`src/rtl/dma_eot_pkg.sv`:
```
package dma_eot_pkg;

    typedef enum logic [1:0] {
        UNIT_1B  = 2'd0,
        UNIT_2B  = 2'd1,
        UNIT_4B  = 2'd2,
        UNIT_4BX = 2'd3
    } unit_sz_e;

    localparam int STEP_W = 3;

    function automatic logic [STEP_W-1:0] unit_bytes(input logic [1:0] sz);
        case (unit_sz_e'(sz))
            UNIT_1B:  return 3'd1;
            UNIT_2B:  return 3'd2;
            default:  return 3'd4;
        endcase
    endfunction

endpackage

```
`src/rtl/dma_cnt_unit.sv`:
```
module dma_cnt_unit
    import dma_eot_pkg::*;
#(
    parameter int CW = 24
) (
    input  logic              clk,
    input  logic              rst_n,
    input  logic              start,
    input  logic              xfer_done,
    input  logic              chan_en,
    input  logic [STEP_W-1:0] step_bytes,
    input  logic              reload_en,
    input  logic [CW-1:0]     rld_cnt,
    output logic [CW-1:0]     cnt,
    output logic              accept,
    output logic              end_evt
);

    localparam int PAD_W = CW - STEP_W;

    typedef struct packed {
        logic [CW-1:0] cnt;
    } cnt_st_t;

    cnt_st_t       st_d, st_q;
    logic [CW-1:0] unit_w;
    logic [CW-1:0] take_w;
    logic [CW-1:0] rem_w;

    always_comb begin
        st_d   = st_q;
        unit_w = {{PAD_W{1'b0}}, step_bytes};
        take_w = (st_q.cnt < unit_w) ? st_q.cnt : unit_w;
        rem_w  = st_q.cnt - take_w;
        accept  = xfer_done && chan_en && (st_q.cnt != '0) && !start;
        end_evt = accept && (rem_w == '0);
        if (start) begin
            st_d.cnt = rld_cnt;
        end else if (end_evt) begin
            st_d.cnt = reload_en ? rld_cnt : '0;
        end else if (accept) begin
            st_d.cnt = rem_w;
        end
    end

    always_ff @(posedge clk or negedge rst_n) begin
        if (!rst_n) begin
            st_q <= '0;
        end else begin
            st_q <= st_d;
        end
    end

    assign cnt = st_q.cnt;

    a_r2_no_underflow: assert property (@(posedge clk) disable iff (!rst_n)
        (accept && !end_evt) |=> (st_q.cnt < $past(st_q.cnt)) && (st_q.cnt != '0));

    a_r9_idle_hold: assert property (@(posedge clk) disable iff (!rst_n)
        (!start && !accept) |=> $stable(st_q.cnt));

    a_r8_cnt_reload: assert property (@(posedge clk) disable iff (!rst_n)
        (end_evt && reload_en) |=> (st_q.cnt == $past(rld_cnt)));

endmodule

```
`src/rtl/dma_addr_unit.sv`:
```
module dma_addr_unit
    import dma_eot_pkg::*;
#(
    parameter int AW = 32
) (
    input  logic              clk,
    input  logic              rst_n,
    input  logic              start,
    input  logic              accept,
    input  logic              end_evt,
    input  logic              reload_en,
    input  logic              inc_en,
    input  logic [STEP_W-1:0] step_bytes,
    input  logic [AW-1:0]     rld_addr,
    output logic [AW-1:0]     addr
);

    localparam int PAD_W = AW - STEP_W;

    typedef struct packed {
        logic [AW-1:0] addr;
    } addr_st_t;

    addr_st_t st_d, st_q;
    logic     reload_now;

    always_comb begin
        st_d       = st_q;
        reload_now = end_evt && reload_en;
        if (start || reload_now) begin
            st_d.addr = rld_addr;
        end else if (accept && inc_en) begin
            st_d.addr = st_q.addr + {{PAD_W{1'b0}}, step_bytes};
        end
    end

    always_ff @(posedge clk or negedge rst_n) begin
        if (!rst_n) begin
            st_q <= '0;
        end else begin
            st_q <= st_d;
        end
    end

    assign addr = st_q.addr;

    a_r3_fixed_addr: assert property (@(posedge clk) disable iff (!rst_n)
        (!start && !(end_evt && reload_en) && !inc_en) |=> $stable(st_q.addr));

    a_r9_no_move_idle: assert property (@(posedge clk) disable iff (!rst_n)
        (!start && !accept) |=> $stable(st_q.addr));

endmodule

```
`src/rtl/dma_end_ctrl.sv`:
```
module dma_end_ctrl (
    input  logic clk,
    input  logic rst_n,
    input  logic start,
    input  logic end_evt,
    input  logic eclr,
    input  logic tc_en,
    input  logic sts_clr,
    input  logic ch_ie,
    input  logic com_ie,
    output logic chan_en,
    output logic end_sts,
    output logic irq,
    output logic tc_n
);

    typedef struct packed {
        logic en;
        logic sts;
        logic tc_n;
    } ctl_st_t;

    localparam ctl_st_t RST_ST = '{en: 1'b0, sts: 1'b0, tc_n: 1'b1};

    ctl_st_t st_d, st_q;

    always_comb begin
        st_d      = st_q;
        st_d.tc_n = !(end_evt && tc_en);
        if (start) begin
            st_d.en = 1'b1;
        end else if (end_evt && eclr) begin
            st_d.en = 1'b0;
        end
        if (end_evt) begin
            st_d.sts = 1'b1;
        end else if (sts_clr) begin
            st_d.sts = 1'b0;
        end
    end

    always_ff @(posedge clk or negedge rst_n) begin
        if (!rst_n) begin
            st_q <= RST_ST;
        end else begin
            st_q <= st_d;
        end
    end

    assign chan_en = st_q.en;
    assign end_sts = st_q.sts;
    assign tc_n    = st_q.tc_n;
    assign irq     = st_q.sts && ch_ie && com_ie;

    a_r4_set_wins: assert property (@(posedge clk) disable iff (!rst_n)
        end_evt |=> st_q.sts);

    a_r4_sticky: assert property (@(posedge clk) disable iff (!rst_n)
        (st_q.sts && !sts_clr) |=> st_q.sts);

    a_r6_tc_cause: assert property (@(posedge clk) disable iff (!rst_n)
        $fell(st_q.tc_n) |-> $past(end_evt && tc_en));

    a_r7_eclr_stop: assert property (@(posedge clk) disable iff (!rst_n)
        (end_evt && eclr) |=> !st_q.en);

    a_r7_keep_en: assert property (@(posedge clk) disable iff (!rst_n)
        (end_evt && !eclr) |=> st_q.en);

endmodule

```
`src/rtl/dma_eot_ctrl.sv`:
```
module dma_eot_ctrl
    import dma_eot_pkg::*;
#(
    parameter int AW = 32,
    parameter int CW = 24
) (
    input  logic          clk,
    input  logic          rst_n,
    input  logic          start,
    input  logic          xfer_done,
    input  logic [1:0]    unit_sz,
    input  logic          src_inc,
    input  logic          dst_inc,
    input  logic          cfg_eclr,
    input  logic          cfg_srld,
    input  logic          cfg_drld,
    input  logic          cfg_crld,
    input  logic          tc_out_en,
    input  logic          ch_ie,
    input  logic          com_ie,
    input  logic          sts_clr,
    input  logic [AW-1:0] rld_src,
    input  logic [AW-1:0] rld_dst,
    input  logic [CW-1:0] rld_cnt,
    output logic [AW-1:0] cur_src,
    output logic [AW-1:0] cur_dst,
    output logic [CW-1:0] cur_cnt,
    output logic          chan_en,
    output logic          end_sts,
    output logic          irq,
    output logic          tc_n
);

    localparam int NADDR = 2;

    logic [STEP_W-1:0] step_w;
    logic              accept_w;
    logic              end_w;
    logic              en_w;
    logic [AW-1:0]     rld_a   [NADDR];
    logic [AW-1:0]     cur_a   [NADDR];
    logic              inc_a   [NADDR];
    logic              rldsel_a[NADDR];

    assign step_w      = unit_bytes(unit_sz);
    assign rld_a[0]    = rld_src;
    assign rld_a[1]    = rld_dst;
    assign inc_a[0]    = src_inc;
    assign inc_a[1]    = dst_inc;
    assign rldsel_a[0] = cfg_srld;
    assign rldsel_a[1] = cfg_drld;

    dma_cnt_unit #(.CW(CW)) u_cnt (
        .clk        (clk),
        .rst_n      (rst_n),
        .start      (start),
        .xfer_done  (xfer_done),
        .chan_en    (en_w),
        .step_bytes (step_w),
        .reload_en  (cfg_crld),
        .rld_cnt    (rld_cnt),
        .cnt        (cur_cnt),
        .accept     (accept_w),
        .end_evt    (end_w)
    );

    for (genvar g = 0; g < NADDR; g++) begin : g_addr
        dma_addr_unit #(.AW(AW)) u_addr (
            .clk        (clk),
            .rst_n      (rst_n),
            .start      (start),
            .accept     (accept_w),
            .end_evt    (end_w),
            .reload_en  (rldsel_a[g]),
            .inc_en     (inc_a[g]),
            .step_bytes (step_w),
            .rld_addr   (rld_a[g]),
            .addr       (cur_a[g])
        );
    end

    assign cur_src = cur_a[0];
    assign cur_dst = cur_a[1];

    dma_end_ctrl u_end (
        .clk     (clk),
        .rst_n   (rst_n),
        .start   (start),
        .end_evt (end_w),
        .eclr    (cfg_eclr),
        .tc_en   (tc_out_en),
        .sts_clr (sts_clr),
        .ch_ie   (ch_ie),
        .com_ie  (com_ie),
        .chan_en (en_w),
        .end_sts (end_sts),
        .irq     (irq),
        .tc_n    (tc_n)
    );

    assign chan_en = en_w;

    a_r9_no_accept_off: assert property (@(posedge clk) disable iff (!rst_n)
        (!chan_en && !start && xfer_done) |=> $stable(cur_cnt) && $stable(cur_src) && $stable(cur_dst));

    a_r1_start_load: assert property (@(posedge clk) disable iff (!rst_n)
        start |=> chan_en && (cur_cnt == $past(rld_cnt)) && (cur_src == $past(rld_src)));

endmodule

```
`config.mk`:
```
export PLATFORM = sky130hd
export DESIGN_NAME = dma_eot_ctrl
export DESIGN_NICKNAME = d
export VERILOG_FILES = /design/src/rtl/dma_eot_pkg.sv /design/src/rtl/dma_cnt_unit.sv /design/src/rtl/dma_addr_unit.sv /design/src/rtl/dma_end_ctrl.sv /design/src/rtl/dma_eot_ctrl.sv
export SDC_FILE = /design/constraint.sdc
export NUM_CORES = 1
export LEC_CHECK = 0
export BUFFER_PORTS_ARGS = -buffer_cell sky130_fd_sc_hd__buf_2
export CORE_MARGIN = 3
export CORE_UTILIZATION = 52
export DETAILED_ROUTE_END_ITERATION = 8
export PLACE_DENSITY = 0.82
export SYNTH_ARGS = -nofsm -noshare
export SYNTH_HDL_FRONTEND = slang
export SYNTH_SLANG_ARGS = --single-unit
```
`constraint.sdc`:
```
create_clock -name clk -period 5.6 [get_ports clk]
set_clock_uncertainty 0.15 [all_clocks]
set_input_delay 0.56 -clock clk [delete_from_list [all_inputs] [get_ports clk]]
set_output_delay 0.56 -clock clk [all_outputs]
set_load 0.005 [all_outputs]
```
# Word level (Yosys, flattened, before mapping)
# Cells that the tools add are included.
[op_classes]
n_addsub = 3
magnitude_cmp = 1
eq_ne = 1
mux = 14
reduce_logical = 24
[ops]
columns = ["cell", "n"]
rows = [
  ["two-way mux 32 bit", 4],
  ["two-way mux 24 bit", 5],
  ["adder 32 x 3 -> 32 bit", 2],
  ["zero test 24 bit", 1],
  ["< comparator 24 x 3 -> 1 bit", 1],
  ["nonzero test 24 bit", 1],
  ["subtractor 24 bit", 1],
  ["logical AND 1 bit", 12],
  ["nonzero test 2 bit", 4],
  ["case mux 3 bit (2 select lines)", 1],
  ["two-way mux 1 bit", 4],
  ["nonzero test 3 bit", 1],
  ["== test 2 x 1 -> 1 bit (second input constant)", 1],
  ["zero test 1 bit", 2],
  ["zero test 2 bit", 1],
  ["logical OR 1 bit", 2],
]
[word_totals]
ff_bits = 91
out_inout_bits = 92

# Depth between registers and ports, before layout
[depth]
depth_word = 10
mapped_depth = 20
mapped_depth_nobuf = 17

# By module
# From an unflattened synthesis, not the netlist that was laid out.
[hier_totals]
cells_unflattened = 640
area_unflattened_um2 = 5955.7
[by_module_without_submodules]
columns = ["module", "instances", "cells_per_inst", "area_per_inst_um2", "seq_area_each_um2"]
rows = [
  ["dma_addr_unit at g_addr[1].u_addr", 1, 225, 1996.9, 800.8],
  ["dma_addr_unit at g_addr[0].u_addr", 1, 209, 1944.4, 800.8],
  ["dma_cnt_unit", 1, 194, 1890.6, 600.6],
  ["dma_end_ctrl", 1, 9, 110.1, 76.3],
  ["dma_eot_ctrl", 1, 3, 13.8, 0.0],
]

# Worst setup path after synthesis
# OpenSTA, ideal clock, no wires.
[synth_path]
path_kind = "input port to flip-flop"
start = "input unit_sz[0]"
end = "register g_addr[0].u_addr.st_q, in the netlist g_addr[0].u_addr.addr[0]"
setup_time_ns = 0.127
arrival_ns = 4.186
required_ns = 5.323
path_slack_ns = 1.137
stages = 16
cell_sequence = "nor2b_1 -> inv_1 -> ha_1 -> a21boi_0 -> o21ai_0 -> nand4b_1 -> mux2i_1 -> ha_1 -> a21oi_1 -> nand2_1 -> nor2_1 -> nand3_1 -> o21ai_0 -> a31o_4 -> buf_6 -> mux2_1"
[synth_between]
elab_chain_len = 10
[synth_lines]
columns = ["element", "line_no", "source"]
rows = [
  ["start: declaration", "dma_eot_ctrl.sv:11", "input logic [1:0] unit_sz,"],
  ["== test 2 x 1 -> 1 bit or zero test 2 bit (tied branches)", "dma_eot_pkg.sv:13", "case (unit_sz_e'(sz))"],
  ["case mux 3 bit (2 select lines) *", "dma_eot_pkg.sv:13", ""],
  ["< comparator 24 x 3 -> 1 bit", "dma_cnt_unit.sv:33", "take_w = (st_q.cnt < unit_w) ? st_q.cnt : unit_w;"],
  ["two-way mux 24 bit", "dma_cnt_unit.sv:33", ""],
  ["subtractor 24 bit", "dma_cnt_unit.sv:34", "rem_w = st_q.cnt - take_w;"],
  ["zero test 24 bit", "dma_cnt_unit.sv:36", "end_evt = accept && (rem_w == '0);"],
  ["logical AND 1 bit", "dma_cnt_unit.sv:36", ""],
  ["logical AND 1 bit", "dma_addr_unit.sv:29", "reload_now = end_evt && reload_en;"],
  ["logical OR 1 bit", "dma_addr_unit.sv:30", "if (start || reload_now) begin"],
  ["two-way mux 32 bit or nonzero test 2 bit (tied branches)", "n/a", ""],
  ["end signal: assignment", "dma_addr_unit.sv:41", "st_q <= st_d;"],
  ["end: declaration", "dma_addr_unit.sv:24", "addr_st_t st_d, st_q;"],
]
# Mark *: on every way between the ends. The rest lies on a longest branch, timed or not. The select of a mux whose other input is x is not followed.
# A chain may end at the register's enable or synchronous reset.

# Final worst setup path
[layout_path]
start = "register u_cnt.st_q, in the netlist u_cnt.cnt[15]"
end = "register g_addr[0].u_addr.st_q, in the netlist g_addr[0].u_addr.addr[19]"
[layout_between]
elab_chain_len = 8
[layout_lines]
columns = ["element", "line_no", "source"]
rows = [
  ["start: declaration", "dma_cnt_unit.sv:25", "cnt_st_t st_d, st_q;"],
  ["start signal: assignment", "dma_cnt_unit.sv:50", "st_q <= st_d;"],
  ["< comparator 24 x 3 -> 1 bit", "dma_cnt_unit.sv:33", ""],
  ["two-way mux 24 bit", "dma_cnt_unit.sv:33", ""],
  ["subtractor 24 bit", "dma_cnt_unit.sv:34", ""],
  ["zero test 24 bit", "dma_cnt_unit.sv:36", ""],
  ["logical AND 1 bit", "dma_cnt_unit.sv:36", ""],
  ["logical AND 1 bit", "dma_addr_unit.sv:29", ""],
  ["logical OR 1 bit", "dma_addr_unit.sv:30", ""],
  ["two-way mux 32 bit or nonzero test 2 bit (tied branches)", "n/a", ""],
]
# Parallel ways exist; a longest one is shown, timed or not.

==> flow_summary.yaml <==
timing:
  finalMaxSlewViolations: 0
  clock.fmax_mhz: 191.4
  period_share: 0.9329
  slew_headroom: 0.3048
  setup_viol: 0
  rsz0062_at_grt: "no"
  tightest_slew_ns: 1.040
  tns_ns: 0
  finalHoldViolCount: 0
  layout_min_cycle_time_ns: 5.224
  timing.hold.ws_ns: 0.01112
finish:
  nets: 924
  area_delta_synth_final_pct: 22.52
  n_antenna_cell: 0
  drive_above_1_share: 0.2827
  fill_cells: 893
routing:
  wl_mm: 16.73
  wl_per_cell_um: 17.61
  drtPass1Iterations: 5
  viasPerCell: 5.700
  drt-initial-drc-count: 370
  ant_nets: 0
  drc: 0
  vias: 5415
critical_path:
  startpoint_type: "register"
  crit_slowest_cell: "or4_1"
  cp_max_fo: 32
  crit_type: "reg -> reg"
  endpoint_kind: "register"
  arrival_ns: 5.31
  cpLargestDelayFamily: "simple AND/OR/NAND/NOR gates"
  cp.required_ns: 5.68
  path_cells: "or4_1 -> nor3_1 -> nand4b_1 -> mux2i_1 -> ha_1 -> a21oi_1 -> nand2_1 -> o41a_1 -> nor4_1 -> and4_1 -> a31o_4 -> mux2_2"
  slowest_delay_ns: 0.76
  cp_num_buf_inv: 0
global_route:
  antenna_found_initial: 0
  grt_start_max_net_pins: 58
  grt_overflow: 0
  first_global_vias: 5550
  grt_pass1_wl_mm: 27.48
  grt_usage: 0.2660
floorplan:
  die_area_um2: 12840
  start_util: 0.5430
  fp.coreArea_um2: 11030
  boundaryPins: 196
  die_width_um: 113.3
  row_count: 38
  die_h_um: 113.3
yosys:
  synth_top_family_by_area: "simple AND/OR/NAND/NOR gates"
  synth_compound_area_frac: 0.09818
  synth_commonest_cells: "dfrtp_1, nand2_1, mux2_1, xnor2_1, nor2_1"
  synthAdderAreaFrac: 0.03301
  synthMuxAreaShare: 0.1295
  syn_area_um2: 5989
  avgSynthCellArea_um2: 9.660
  seq_area_frac_synth: 0.3804
  yosys.cell_count.top_type: "dfrtp_1"
  synth-xor-area-share: 0.1228
  syn_inst: 620
  synth_edf_count: 0
  ys_seq_elements: 91
  synth_area_leaders: "dfrtp_1, mux2_1, xnor2_1, xor2_1, a21o_1"
  synth_top_cell_by_area: "dfrtp_1"
  synth-simple-area-share: 0.1970
  synth_nets: 738
  synth_top_area_share: 0.3760
  ys.flop_type: "dfrtp_1"
  synth_cell_type_count: 47
  yosys_warnings: 0
  async_flop_share: 1.000
placement:
  place.gp.congestion: 0.9726
  numPortBuffers: 195
  dp_hpwl_mm: 12.60
pwr:
  power_density_nw_per_um2: 261.4
  leakage_uw: 0.003487
  ir_worst_vdd_mv: 0.1929
worst_hold_path:
  hp-class: "in -> async"
job:
  max_cap_viol_count: 0
clock_tree:
  cts_tree: "yes"
  post_cts_resized: 0
  insertion_delay_ns: 0.35
  cts_buffers: 9
  hold_buffers: 0
  cts.htree.levels: 3
  clkSinkCount: 91
  cts_root_buffer: "clkbuf_16"
  clkTransAtPathRegs_ns: 0.06
  cts_max_path_buffers: 2
  postCtsSetupRepairBufs: 0
status:
  status: "finished, final reports clean"
area by class of cell:
class / count / area, µm² / share of cell area
Clock inverter: 5 / 77.57 / 0.01057
Timing Repair Buffer: 200 / 1016 / 0.1384
Clock buffer: 10 / 239.0 / 0.03257
Multi-Input combinational cell: 484 / 3477 / 0.4738
Sequential cell: 91 / 2278 / 0.3105
Tap cell: 140 / 175.2 / 0.02387
Inverter: 20 / 75.07 / 0.01023
worst paths after layout:
kind	from	to	slack (ns)	cells after the start
min in group clk	tc_out_en	u_end.tc_n	0.24	2
worst max-delay path	u_cnt.cnt[15]	g_addr[0].u_addr.addr[19]	0.38	12
worst max register to register	u_cnt.cnt[15]	g_addr[0].u_addr.addr[19]	0.38	12
worst min register to register	u_end.chan_en	u_end.chan_en	0.36	1
worst min-delay path	rst_n	u_cnt.cnt[6]	0.01	1
max in group asynchronous	rst_n	g_addr[0].u_addr.addr[27]	4.18	2
sequential cells by signal, indices dropped and copies added (netlist names):
name	count
g_addr.u_addr.addr	64
u_cnt.cnt	24
u_end.chan_en	1
u_end.end_sts	1
u_end.tc_n	1
layout by cell type, fill, tap and decap left out, drive strengths merged, types with 2 or more instances in the layout:
cell type,instances
nor2b,3
buf,200
mux2,68
nand4,16
nand3b,3
a211oi,4
nor3,18
a31o,2
xor2,34
inv,20
nand3,29
nor2,38
clkbuf,10
and2,3
nor4,13
and3,15
a21oi,7
dfrtp,90
nand2,65
fa,3
nand4b,2
nor3b,2
and4,10
nand2b,2
or3,4
ha,11
bufinv,2
clkinv,2
a2111oi,2
or4,3
o21ai,34
xnor2,50
a21o,34
report_power, final:
group	total, µW	leakage (µW)	switching, µW	internal, µW
Combinational	430	0.00226	216	214
Sequential	827	0.00107	101	726
Clock	661	0.000154	262	399
Total	1920	0.00349	578	1340
metal layers:
metal / track usage / routed length (µm)
met1: 0.3415 / 6980
met2: 0.4471 / 8070
met3: 0.05668 / 1346
met4: 0.08974 / 336
met5: 0 / 0
through the flow:
| stage | area [µm²] | instances | util | total power (µW) | worst slack [ns] |
|---|---|---|---|---|---|
| after global routing | 7338 | 950 | 0.6653 | 2022 | 0.1036 |
| after global placement | 7022 | 935 | 0.6366 | 1244 | 0.5438 |
| after detailed placement | 7022 | 935 | 0.6366 | 1265 | 0.3000 |
| after floorplan | 5989 | 620 | - | 1069 | 1.137 |
| final | 7338 | 950 | 0.6653 | 1918 | 0.3755 |
| after CTS | 7338 | 950 | 0.6653 | 1929 | 0.4778 |
kinds of logic (layout without fill, tap and decap cells):
logic type | count (synthesis) | in the layout
mux | 69 | 69
buf+inv | 45 | 235
flops | 91 | 91
xor+xnor | 84 | 84
compound gates | 88 | 88
simple gates | 229 | 229
fa+ha+maj | 14 | 14
(Power assumes the default switching activity.)
